===== src/rtl/evt_tmr_pkg.sv =====
package evt_tmr_pkg;

  typedef enum logic [1:0] {
    EDGE_FALL = 2'b00,
    EDGE_RISE = 2'b01,
    EDGE_BOTH = 2'b10,
    EDGE_RSVD = 2'b11
  } edge_mode_e;

  function automatic int ring_source(input int idx, input int ring);
    int base;
    base = (idx / ring) * ring;
    return base + (((idx % ring) + ring - 1) % ring);
  endfunction

endpackage


===== src/rtl/evt_src_select.sv =====
module evt_src_select
  import evt_tmr_pkg::*;
(
  input  logic       clk,
  input  logic       rst_n,
  input  logic       ext_in,
  input  logic       casc_in,
  input  logic       src_sel,
  input  logic [1:0] edge_sel,
  output logic       ev_o
);

  logic sync1_q, sync2_q, prev_q;
  logic edge_ev;
  edge_mode_e mode;

  always_ff @(posedge clk or negedge rst_n) begin
    if (!rst_n) begin
      sync1_q <= 1'b0;
      sync2_q <= 1'b0;
      prev_q  <= 1'b0;
    end else begin
      sync1_q <= ext_in;
      sync2_q <= sync1_q;
      prev_q  <= sync2_q;
    end
  end

  always_comb begin
    mode = edge_mode_e'(edge_sel);
    unique case (mode)
      EDGE_FALL: edge_ev = prev_q & ~sync2_q;
      EDGE_RISE: edge_ev = sync2_q & ~prev_q;
      EDGE_BOTH: edge_ev = sync2_q ^ prev_q;
      default:   edge_ev = 1'b0;
    endcase
  end

  assign ev_o = src_sel ? casc_in : edge_ev;


  rsvd_silent_chk: assert property (@(posedge clk) disable iff (!rst_n)
    (!src_sel && edge_sel == 2'b11) |-> !ev_o);


  casc_follow_chk: assert property (@(posedge clk) disable iff (!rst_n)
    (src_sel && !casc_in) |-> !ev_o);

endmodule


===== src/rtl/evt_down_counter.sv =====
module evt_down_counter #(
  parameter int CNT_W = 16
) (
  input  logic             clk,
  input  logic             rst_n,
  input  logic             start,
  input  logic             wr_en,
  input  logic [CNT_W-1:0] wr_data,
  input  logic             ev_in,
  output logic [CNT_W-1:0] cnt_o,
  output logic             irq_o
);

  logic [CNT_W-1:0] cnt_q, cnt_d, reload_q, reload_d;
  logic             first_q, first_d, start_q, irq_q, irq_d;
  logic             ev, start_rise, wr_both;

  assign ev         = start & ev_in;
  assign start_rise = start & ~start_q;
  assign wr_both    = ~start | ~first_q | start_rise;

  always_comb begin
    cnt_d    = cnt_q;
    reload_d = reload_q;
    first_d  = first_q;
    irq_d    = 1'b0;
    if (wr_en && wr_both) begin
      cnt_d    = wr_data;
      reload_d = wr_data;
      if (start_rise) first_d = 1'b0;
    end else begin
      if (wr_en) reload_d = wr_data;
      if (start_rise) first_d = 1'b0;
      if (ev) begin
        first_d = 1'b1;
        if (cnt_q == '0) begin
          cnt_d = reload_d;
          irq_d = 1'b1;
        end else begin
          cnt_d = cnt_q - 1'b1;
        end
      end
    end
  end

  always_ff @(posedge clk or negedge rst_n) begin
    if (!rst_n) begin
      cnt_q    <= '0;
      reload_q <= '0;
      first_q  <= 1'b0;
      start_q  <= 1'b0;
      irq_q    <= 1'b0;
    end else begin
      cnt_q    <= cnt_d;
      reload_q <= reload_d;
      first_q  <= first_d;
      start_q  <= start;
      irq_q    <= irq_d;
    end
  end

  assign cnt_o = cnt_q;
  assign irq_o = irq_q;


  dec_one_chk: assert property (@(posedge clk) disable iff (!rst_n)
    (ev && !wr_en && cnt_q != '0) |=> (cnt_q == $past(cnt_q) - 1'b1));


  reload_load_chk: assert property (@(posedge clk) disable iff (!rst_n)
    (ev && !wr_en && cnt_q == '0) |=> (cnt_q == $past(reload_q)));


  irq_cause_chk: assert property (@(posedge clk) disable iff (!rst_n)
    irq_q |-> ($past(ev) && $past(cnt_q) == '0));


  stop_hold_chk: assert property (@(posedge clk) disable iff (!rst_n)
    (!start && !wr_en) |=> $stable(cnt_q));


  reload_only_chk: assert property (@(posedge clk) disable iff (!rst_n)
    (wr_en && start && start_q && first_q && !ev) |=> $stable(cnt_q));

endmodule


===== src/rtl/evt_timer_bank.sv =====
module evt_timer_bank
  import evt_tmr_pkg::*;
#(
  parameter int NUM_TMR = 6,
  parameter int RING    = 3,
  parameter int CNT_W   = 16
) (
  input  logic                     clk,
  input  logic                     rst_n,
  input  logic [NUM_TMR-1:0]       ext_in,
  input  logic [NUM_TMR-1:0]       start,
  input  logic [NUM_TMR-1:0]       src_sel,
  input  logic [2*NUM_TMR-1:0]     edge_sel,
  input  logic [NUM_TMR-1:0]       wr_en,
  input  logic [CNT_W-1:0]         wr_data,
  output logic [NUM_TMR*CNT_W-1:0] count_out,
  output logic [NUM_TMR-1:0]       irq
);

  logic rst_s1_q, rst_s2_q;
  logic [NUM_TMR-1:0] ev;

  always_ff @(posedge clk or negedge rst_n) begin
    if (!rst_n) begin
      rst_s1_q <= 1'b0;
      rst_s2_q <= 1'b0;
    end else begin
      rst_s1_q <= 1'b1;
      rst_s2_q <= rst_s1_q;
    end
  end

  for (genvar k = 0; k < NUM_TMR; k++) begin : g_tmr
    localparam int SRC = ring_source(k, RING);

    evt_src_select u_src (
      .clk      (clk),
      .rst_n    (rst_s2_q),
      .ext_in   (ext_in[k]),
      .casc_in  (irq[SRC]),
      .src_sel  (src_sel[k]),
      .edge_sel (edge_sel[2*k +: 2]),
      .ev_o     (ev[k])
    );

    evt_down_counter #(.CNT_W(CNT_W)) u_cnt (
      .clk     (clk),
      .rst_n   (rst_s2_q),
      .start   (start[k]),
      .wr_en   (wr_en[k]),
      .wr_data (wr_data),
      .ev_in   (ev[k]),
      .cnt_o   (count_out[k*CNT_W +: CNT_W]),
      .irq_o   (irq[k])
    );
  end

endmodule


===== config.mk =====
export PLATFORM = sky130hd
export DESIGN_NAME = evt_timer_bank
export DESIGN_NICKNAME = d
export VERILOG_FILES = /design/src/rtl/evt_tmr_pkg.sv /design/src/rtl/evt_src_select.sv /design/src/rtl/evt_down_counter.sv /design/src/rtl/evt_timer_bank.sv
export SDC_FILE = /design/constraint.sdc
export NUM_CORES = 1
export LEC_CHECK = 0
export ABC_CLOCK_PERIOD_IN_PS = 8300
export CAP_MARGIN = 20
export CELL_PAD_IN_SITES_DETAIL_PLACEMENT = 0
export CELL_PAD_IN_SITES_GLOBAL_PLACEMENT = 1
export CORE_MARGIN = 2
export CORE_UTILIZATION = 44
export DETAILED_ROUTE_END_ITERATION = 8
export HOLD_SLACK_MARGIN = 0.1
export PLACE_DENSITY_LB_ADDON = 0.05
export REMOVE_ABC_BUFFERS = 1
export SLEW_MARGIN = 40
export SYNTH_ARGS = -nofsm -noshare
export SYNTH_HDL_FRONTEND = slang
export SYNTH_SLANG_ARGS = --single-unit
export TNS_END_PERCENT = 30

===== constraint.sdc =====
create_clock -name clk -period 8.3 [get_ports clk]
set_clock_uncertainty 0.1 [all_clocks]
set_input_delay 2.075 -clock clk [delete_from_list [all_inputs] [get_ports clk]]
set_output_delay 2.075 -clock clk [all_outputs]
set_load 0.02 [all_outputs]

# After elaboration in Yosys (flattened, before gate mapping)
# Index checks and enable logic that the tools add are counted.
# totals
wordCells,242
output_inout_bits,102
inputBits,54
regBits,230
# op_classes
n_addsub,6
mux,78
reduce_logical,24
eq_ne,12
bitwise_logic,72
# op_table
operator,n
$mux W16,30
$logic_not A16 Y1,6
$sub A16 B1 Y16 const B,6
$mux W1,42
$not A1 Y1,30
$and A1 B1 Y1,24
$pmux W1 S3,6
$eq A2 B1 Y1 const B,6
$eq A2 B2 Y1 const B,6
$logic_not A2 Y1,6
$or A1 B1 Y1,12
$reduce_bool A2 Y1,6
$logic_and A1 B1 Y1,6
$xor A1 B1 Y1,6

# Logic depth before layout (Yosys ltp)
# Gate-level depths: netlist of the first run.
# depth
ltp_word,7
mapped_depth,10
mapped_depth_nobuf,8

# Modules after synthesis
# From an unflattened synthesis of the first run, not the netlist that was laid out.
# hier_totals
hier_cells,1272
area_unflattened_um2,12564.6
# modules_own_cells
module,seq_area_each_um2,cells_per_inst,instances,area_each_um2
evt_down_counter at g_tmr[3].u_cnt ...,875.8,201,3,1964.4
evt_down_counter at g_tmr[0].u_cnt ...,875.8,200,3,1925.6
evt_src_select,75.1,11,6,140.1
evt_timer_bank,50.0,3,1,53.8

# Worst setup path before layout of the first run
# Ideal clock, no wire load.
# synth_path
kind,in2reg
from,input wr_en[5]
to,register g_tmr[5].u_cnt.cnt_q[10]
stages,7
path_slack_ns,4.514
setup_time_ns,0.134
t_arrival_ns,3.552
t_required_ns,8.066
cell_sequence,clkbuf_1 inv_1 a31oi_1 nand2b_1 clkbuf_1 clkbuf_1 o21ai_0
# synth_between
elab_chain_cells,4
# synth_lines
element,line,text
start: declaration,evt_timer_bank.sv:14,"input logic [NUM_TMR-1:0] wr_en,"
$mux W16,evt_down_counter.sv:32,if (wr_en) reload_d = wr_data;
$mux W16,evt_down_counter.sv:36,if (cnt_q == '0) begin
$mux W16,evt_down_counter.sv:34,if (ev) begin
$mux W16,evt_down_counter.sv:27,if (wr_en && wr_both) begin
end signal: assignment,evt_down_counter.sv:54,cnt_q <= cnt_d;
end: declaration,evt_down_counter.sv:14,"logic [CNT_W-1:0] cnt_q, cnt_d, reload_q, reload_d;"
# Several ways; a longest one is shown, not always the timed one. The select of a mux whose other input is x is not followed.
# A chain may end at the register's enable or synchronous reset.

# Final worst setup path of the first run
# layout_path
from,input edge_sel[3]
to,register g_tmr[1].u_cnt.cnt_q[13]
# layout_between
elab_chain_cells,5
# layout_lines
element,line,text
start: declaration,evt_timer_bank.sv:13,"input logic [2*NUM_TMR-1:0] edge_sel,"
$eq A2 B2 Y1 (tied with other cells),evt_src_select.sv:31,unique case (mode)
$pmux W1 S3 (*),evt_src_select.sv:31,
$mux W1 (*),evt_src_select.sv:39,assign ev_o = src_sel ? casc_in : edge_ev;
$and A1 B1 Y1 (*),evt_down_counter.sv:18,assign ev = start & ev_in;
$reduce_bool A2 Y1 (no line) (*),-,
end signal: assignment,evt_down_counter.sv:54,
end: declaration,evt_down_counter.sv:14,
# Mark *: on every way between the ends. The rest lies on a longest branch, timed or not.

==> results.yml, run 1 <==
status:
  outcome: "completed"
cts:
  clkLatencyLatePin_ns: 0.53
  cts_tree: "yes"
  clock_path_buffers: 3
  path_clk_slew_ns: 0.06
  cts-root-buf: "clkbuf_16"
  ctsHtreeMaxLevel: 1
  postCtsSetupBuffers: 0
  cts_resized: 0
  clkSinkCount: 230
  numCtsBuffers: 27
global_route:
  grt_start_max_net_pins: 151
  gr-total-overflow: 0
  grt_pass1_vias: 9899
  antenna_found_initial: 0
  grt.total_usage_pct: 23.6
  grt_pass1_wl_um: 55000
pwr:
  internal_power_mw: 2.24
  power_density_mw_per_mm2: 213
  p_comb_share_pct: 20.8
  swShare_pct: 29.9
  p_leak_nw: 6.14
  p_switching_uw: 954
  pwr-share-seq_pct: 43.0
  ir_drop_mv: 0.141
  clockPowerShare_pct: 36.2
synth:
  synth_compound_area_share_pct: 15.6
  yosys.area.top_type_share_pct: 47.1
  synth_most_common_cell: "dfrtp_1"
  synth_area_leaders: "dfrtp_1 (47%), mux2_2 (9.0%), nor2_1 (3.7%)"
  ys_ff_latch: 230
  yosys.area_share.simple_pct: 17.6
  synthFlopType: "dfrtp_1"
  synth_cell_types: 76
  ys_top_cells_by_count: "dfrtp_1 (230), nor2_1 (119), mux2_2 (98)"
  avgSynthCellArea_um2: 9.78
  yosysTopAreaCell: "dfrtp_1"
  synthXorXnorAreaFrac_pct: 3.30
  synthAdderAreaFrac_pct: 2.46
  synthArstFlopShare_pct: 100
  ys_seq_area_share_pct: 47.1
  synth_edf_count: 0
  synth_cells: 1249
  synthMuxAreaShare_pct: 9.61
  synthesis.area_mm2: 0.0122
  synth_warnings: 0
  synth_top_family_by_area: "simple AND/OR/NAND/NOR gates"
placement:
  place_area_mm2: 0.0140
  dp_slack_ns: 3.42
  hpwl_um: 21900
  numPortBuffers: 155
  place.gp.congestion: 0.844
finish:
  final_area_mm2: 0.0149
  nets: 1451
  area_growth_pct: 22.3
  antenna_cells: 0
  drive_above_1_share_pct: 13.9
  fin_util_pct: 55.2
timing:
  finalSetupTns_ns: 0
  hold_violations: 0
  setup_ws_ns: 4.01
  worstMarginPinSlew_ns: 0.826
  max_freq_mhz: 233
  min_period_ns: 4.29
  post-route-period-util_pct: 51.7
  rsz0062_at_grt: "no"
  setup_violations: 0
  slew-limit-headroom_pct: 44.8
  drv_slew: 0
routing:
  post_drt_via_cell_ratio: 5.70
  drt_iter0_drc: 878
  drc: 0
  ant_nets: 0
  vias: 10000
  dr.pass1.iters: 5
  routed_wl_um: 34100
  wire_per_inst_um: 19.3
worst_setup_path:
  ff2ff_path_depth: 8
  critPathCaptureType: "register"
  worstReg2RegStart: "g_tmr[1].u_src.prev_q"
  startpoint: "edge_sel[3]"
  start_kind: "primary input"
  path_class: "primary input to register"
  cp_max_fo: 21
  worst_ep_arrival_time_ns: 4.64
  crit_required_ns: 8.65
floorplanning:
  die_area_mm2: 0.0291
  die_w_um: 171
  core-area_mm2: 0.0271
  die_h_um: 171
  row_count: 60
  start_util_pct: 45.1
  pin_count: 156
flow_run:
  drv_cap: 0
worst_hold_path:
  hp-class: "register to async pin"
==> layer usage <==
| layer | track usage, % | part of all wire [%] | vias up |
|---|---|---|---|
| li1 | - | - | 4734 |
| met1 | 33.7 | 47 | 4965 |
| met2 | 37.5 | 45 | 297 |
| met3 | 4.58 | 6.6 | 48 |
| met4 | 5.17 | 1.8 | 0 |
| met5 | 0 | 0 | - |
==> worst max-delay path, stage by stage <==
cell             delay, ns
clkdlybuf4s50_1       0.43
and2_1                0.14
o21ai_0               0.21
nand3_1               0.61
nor2_1                0.78
o211ai_1              0.17
o211ai_1              0.20
==> registers in the layout, summed over array words and instances, names as in the netlist <==
| name | cells |
|---|---|
| g_tmr.u_cnt.cnt_o | 96 |
| g_tmr.u_cnt.first_q | 6 |
| g_tmr.u_cnt.irq_o | 6 |
| g_tmr.u_cnt.reload_q | 96 |
| g_tmr.u_cnt.start_q | 6 |
| g_tmr.u_src.prev_q | 6 |
| g_tmr.u_src.sync1_q | 6 |
| g_tmr.u_src.sync2_q | 6 |
| rst_s1_q | 1 |
| rst_s2_q | 1 |
==> cell usage in the layout (no fill, tap or decap), types with 5 or more instances in the layout <==
master,count
a221o_1,15
mux2i_1,7
nand2b_1,19
clkbuf_16,27
clkdlybuf4s50_1,151
a31oi_1,9
or3_1,11
dfrtp_1,229
o211ai_1,23
buf_4,16
nand3b_1,8
nand3_1,44
nand4b_1,8
clkbuf_8,7
xnor2_1,29
mux2_2,98
or4_1,8
o31ai_1,5
a21oi_1,86
o21ai_0,82
inv_1,45
nor3_1,23
o21a_1,6
a211oi_1,11
nand4_1,5
o22ai_1,14
and2_1,14
xor2_1,17
nor4_2,5
ha_1,24
a21o_1,5
a22oi_1,16
nor4_1,12
and3_1,21
nand2_1,77
o21ai_1,5
nor2_1,118
clkinv_2,6
==> what timing repair did <==
item                       in CTS  in global routing
hold endpoints to repair        8                  0
hold buffers                    1                  0
setup endpoints to repair       0                  0
==> per-stage QoR <==
step / cells / hold WS (ns) / power (mW)
finish: 1763 / 0.236 / 3.19
global route: 1763 / 0.257 / 3.35
CTS: 1762 / 0.250 / 3.21
detailed placement: 1714 / 0.0583 / 2.05
global placement: 1714 / 0.0554 / 2.04
floorplan: 1169 / 0.231 / 1.74
==> final timing paths <==
kind                                                  to  slack (ns)
max in group asynchronous                       rst_s2_q        6.36
worst max-delay path            g_tmr[1].u_cnt.cnt_o[13]        4.01
worst max register to register  g_tmr[1].u_cnt.cnt_o[13]        5.31
worst min-delay path              g_tmr[4].u_src.sync2_q        0.24
min in group clk                  g_tmr[2].u_src.sync2_q        0.25
worst min register to register    g_tmr[4].u_src.sync2_q        0.24
==> kinds of logic after synthesis <==
logic type	count (synthesis)
and+or+nand+nor	413
AOI/OAI and AO/OA	305
DFF	230
buffers and inverters	125
muxes	105
xor gates and xnor gates	46
adders and majority gates	24
other	1
==> area by class of cell <==
class | instances | area [um^2]
repair buffers | 175 | 1720
flip-flops and latches | 230 | 5760
inverters | 45 | 169
fillers | 2493 | 12200
clock inverters | 9 | 76.3
multi-input cells | 894 | 5970
clock buffers | 38 | 787
well taps | 372 | 465
==> power groups by stage <==
stage,clock [mW],sequential [mW],combinational (mW)
finish,1.15,1.37,0.664
global route,1.23,1.39,0.733
CTS,1.18,1.37,0.667
detailed placement,0,1.39,0.663
global placement,0,1.39,0.657
floorplan,0,1.44,0.303
Power figures use the tool's default switching activity.
==> run 2, diff against run 1 <==
--- a/config.mk
+++ b/config.mk
@@ -5,7 +5,7 @@
 export SDC_FILE = /design/constraint.sdc
 export NUM_CORES = 1
 export LEC_CHECK = 0
-export ABC_CLOCK_PERIOD_IN_PS = 8300
+export ABC_CLOCK_PERIOD_IN_PS = 4000
 export CAP_MARGIN = 20
 export CELL_PAD_IN_SITES_DETAIL_PLACEMENT = 0
 export CELL_PAD_IN_SITES_GLOBAL_PLACEMENT = 1
==> constraint.sdc (replaced) <==
create_clock -name clk -period 4 [get_ports clk]
set_clock_uncertainty 0.1 [all_clocks]
set_input_delay 1 -clock clk [delete_from_list [all_inputs] [get_ports clk]]
set_output_delay 1 -clock clk [all_outputs]
set_load 0.02 [all_outputs]
==> run 2 against run 1 <==
Compared with the run above:
- first-iteration DRC count down 17%
- flip-flop and latch count unchanged
- power up 120%
- count of clock-buffer cells in the layout down 7
- hold slack worse by 0.11 ns
- sequential share of layout area down 1.0 points
- core utilization up 1.5 points
- combinational power up 110%
- register-to-register slack worse by 4.2 ns
- global-route usage up 0.94 points
- die area unchanged
- non-clock buffer count up 34
- largest power group unchanged
==> results.yml, run 2 (synthesis results as in run 1) <==
finish:
  antenna_cells: 0
  final_cell_mix: "dfrtp_1 (229), clkdlybuf4s50_1 (155), nor2_1 (119)"
  drive_above_1_share_pct: 15.8
  fin_util_pct: 56.7
  nFillCells: 2483
  layout_commonest_cell: "dfrtp_1"
  area_growth_pct: 25.7
  nets: 1486
  final_area_mm2: 0.0154
floorplanning:
  die_w_um: 171
  core-area_mm2: 0.0271
  die_h_um: 171
  die_area_mm2: 0.0291
  row_count: 60
  pin_count: 156
  start_util_pct: 45.1
routing:
  wire_per_inst_um: 19.6
  vias: 10200
  drt_iter0_drc: 732
  dr.pass1.iters: 5
  drc: 0
  ant_nets: 0
  post_drt_via_cell_ratio: 5.65
  routed_wl_um: 35300
worst_setup_path:
  cp_max_fo: 25
  start_kind: "register"
  critPathCaptureType: "register"
  crit_required_ns: 4.31
  path_class: "register to register"
  worst_ep_arrival_time_ns: 3.21
timing:
  min_period_ns: 2.90
  hold_violations: 0
  worstMarginPinSlew_ns: 0.819
  max_freq_mhz: 345
  finalSetupTns_ns: 0
  drv_slew: 0
  rsz0062_at_grt: "no"
  setup_violations: 0
  post-route-period-util_pct: 72.5
  setup_ws_ns: 1.10
  slew-limit-headroom_pct: 45.2
global_route:
  grt_pass1_vias: 10100
  grt_pass1_wl_um: 56600
  grt_start_max_net_pins: 61
  antenna_found_initial: 2
  gr-total-overflow: 0
  grt.total_usage_pct: 24.6
flow_run:
  drv_cap: 0
cts:
  ctsHtreeMaxLevel: 1
  hold_buffers: 0
  clkSinkCount: 230
  postCtsSetupBuffers: 0
  cts-root-buf: "clkbuf_16"
  clkLatencyLatePin_ns: 0.54
  path_clk_slew_ns: 0.06
  cts_resized: 0
  cts_tree: "yes"
  clock_path_buffers: 3
  numCtsBuffers: 28
pwr:
  power.total_mw: 7.04
  ir_drop_mv: 0.275
  power_density_mw_per_mm2: 459
  p_leak_nw: 6.36
status:
  outcome: "completed"
placement:
  place.gp.congestion: 0.833
  numPortBuffers: 155
  hpwl_um: 24200
  dp_slack_ns: 0.749
  place_area_mm2: 0.0143
worst_hold_path:
  hp-class: "register to async pin"
-- run 2: cell types whose count changed in the layout (fill, tap and decap cells not counted), moves of 3 or more --
cell,before,now
bufinv_16,1,6
buf_4,16,51
clkinvlp_4,1,4
buf_2,4,0
clkinv_4,0,5
clkbuf_8,7,1
clkbuf_1,4,1
clkdlybuf4s50_1,151,155
-- run 2: final cells by class --
class	count	area, um^2	area share [%]
clock buffer	31	743	4.84
tap	372	465	3.03
sequential	230	5760	37.5
timing repair buffer	209	1990	13.0
clock inverter	21	284	1.85
multi-input combinational	894	5940	38.7
inverter	45	169	1.10
-- run 2: worst max-delay path, cell delays in order (launching register included) --
cell	delay, ns
dfrtp_1	0.49
or4_1	0.63
nor2_2	0.38
nand3_2	0.53
nor2_1	0.24
a21oi_1	0.06
a221o_1	0.33
-- run 2: routing by layer --
layer / GRT usage [%] / part of all wire [%]
met3: 2.98 / 4.6
met4: 6.73 / 2.5
met5: 0 / 0
met2: 38.8 / 46
met1: 35.8 / 47
-- run 2: worst paths after layout --
check | end | cells after the start | slack [ns] | from
max | g_tmr[0].u_cnt.cnt_o[15] | 6 | 1.10 | g_tmr[0].u_cnt.cnt_o[7]
min | g_tmr[4].u_cnt.reload_q[1] | 0 | 0.13 | rst_s2_q
max reg2reg | g_tmr[0].u_cnt.cnt_o[15] | 6 | 1.10 | g_tmr[0].u_cnt.cnt_o[7]
min reg2reg | g_tmr[4].u_cnt.reload_q[1] | 0 | 0.13 | rst_s2_q
max in group asynchronous | g_tmr[5].u_cnt.start_q | 2 | 2.59 | rst_s2_q
min in group clk | g_tmr[2].u_src.sync2_q | 0 | 0.25 | g_tmr[2].u_src.sync1_q
-- run 2: report_power, final --
group | internal (mW) | switching [mW]
combinational | 0.670 | 0.741
sequential | 2.57 | 0.279
clock | 1.73 | 1.05
total | 4.98 | 2.07
-- run 2: metrics by stage --
stage          hold slack [ns]  instances
2_1_floorplan            0.231       1169
3_3_place_gp             0.234       1749
3_5_place_dp             0.148       1750
4_1_cts                  0.149       1802
5_1_grt                  0.169       1802
6_report                 0.130       1802
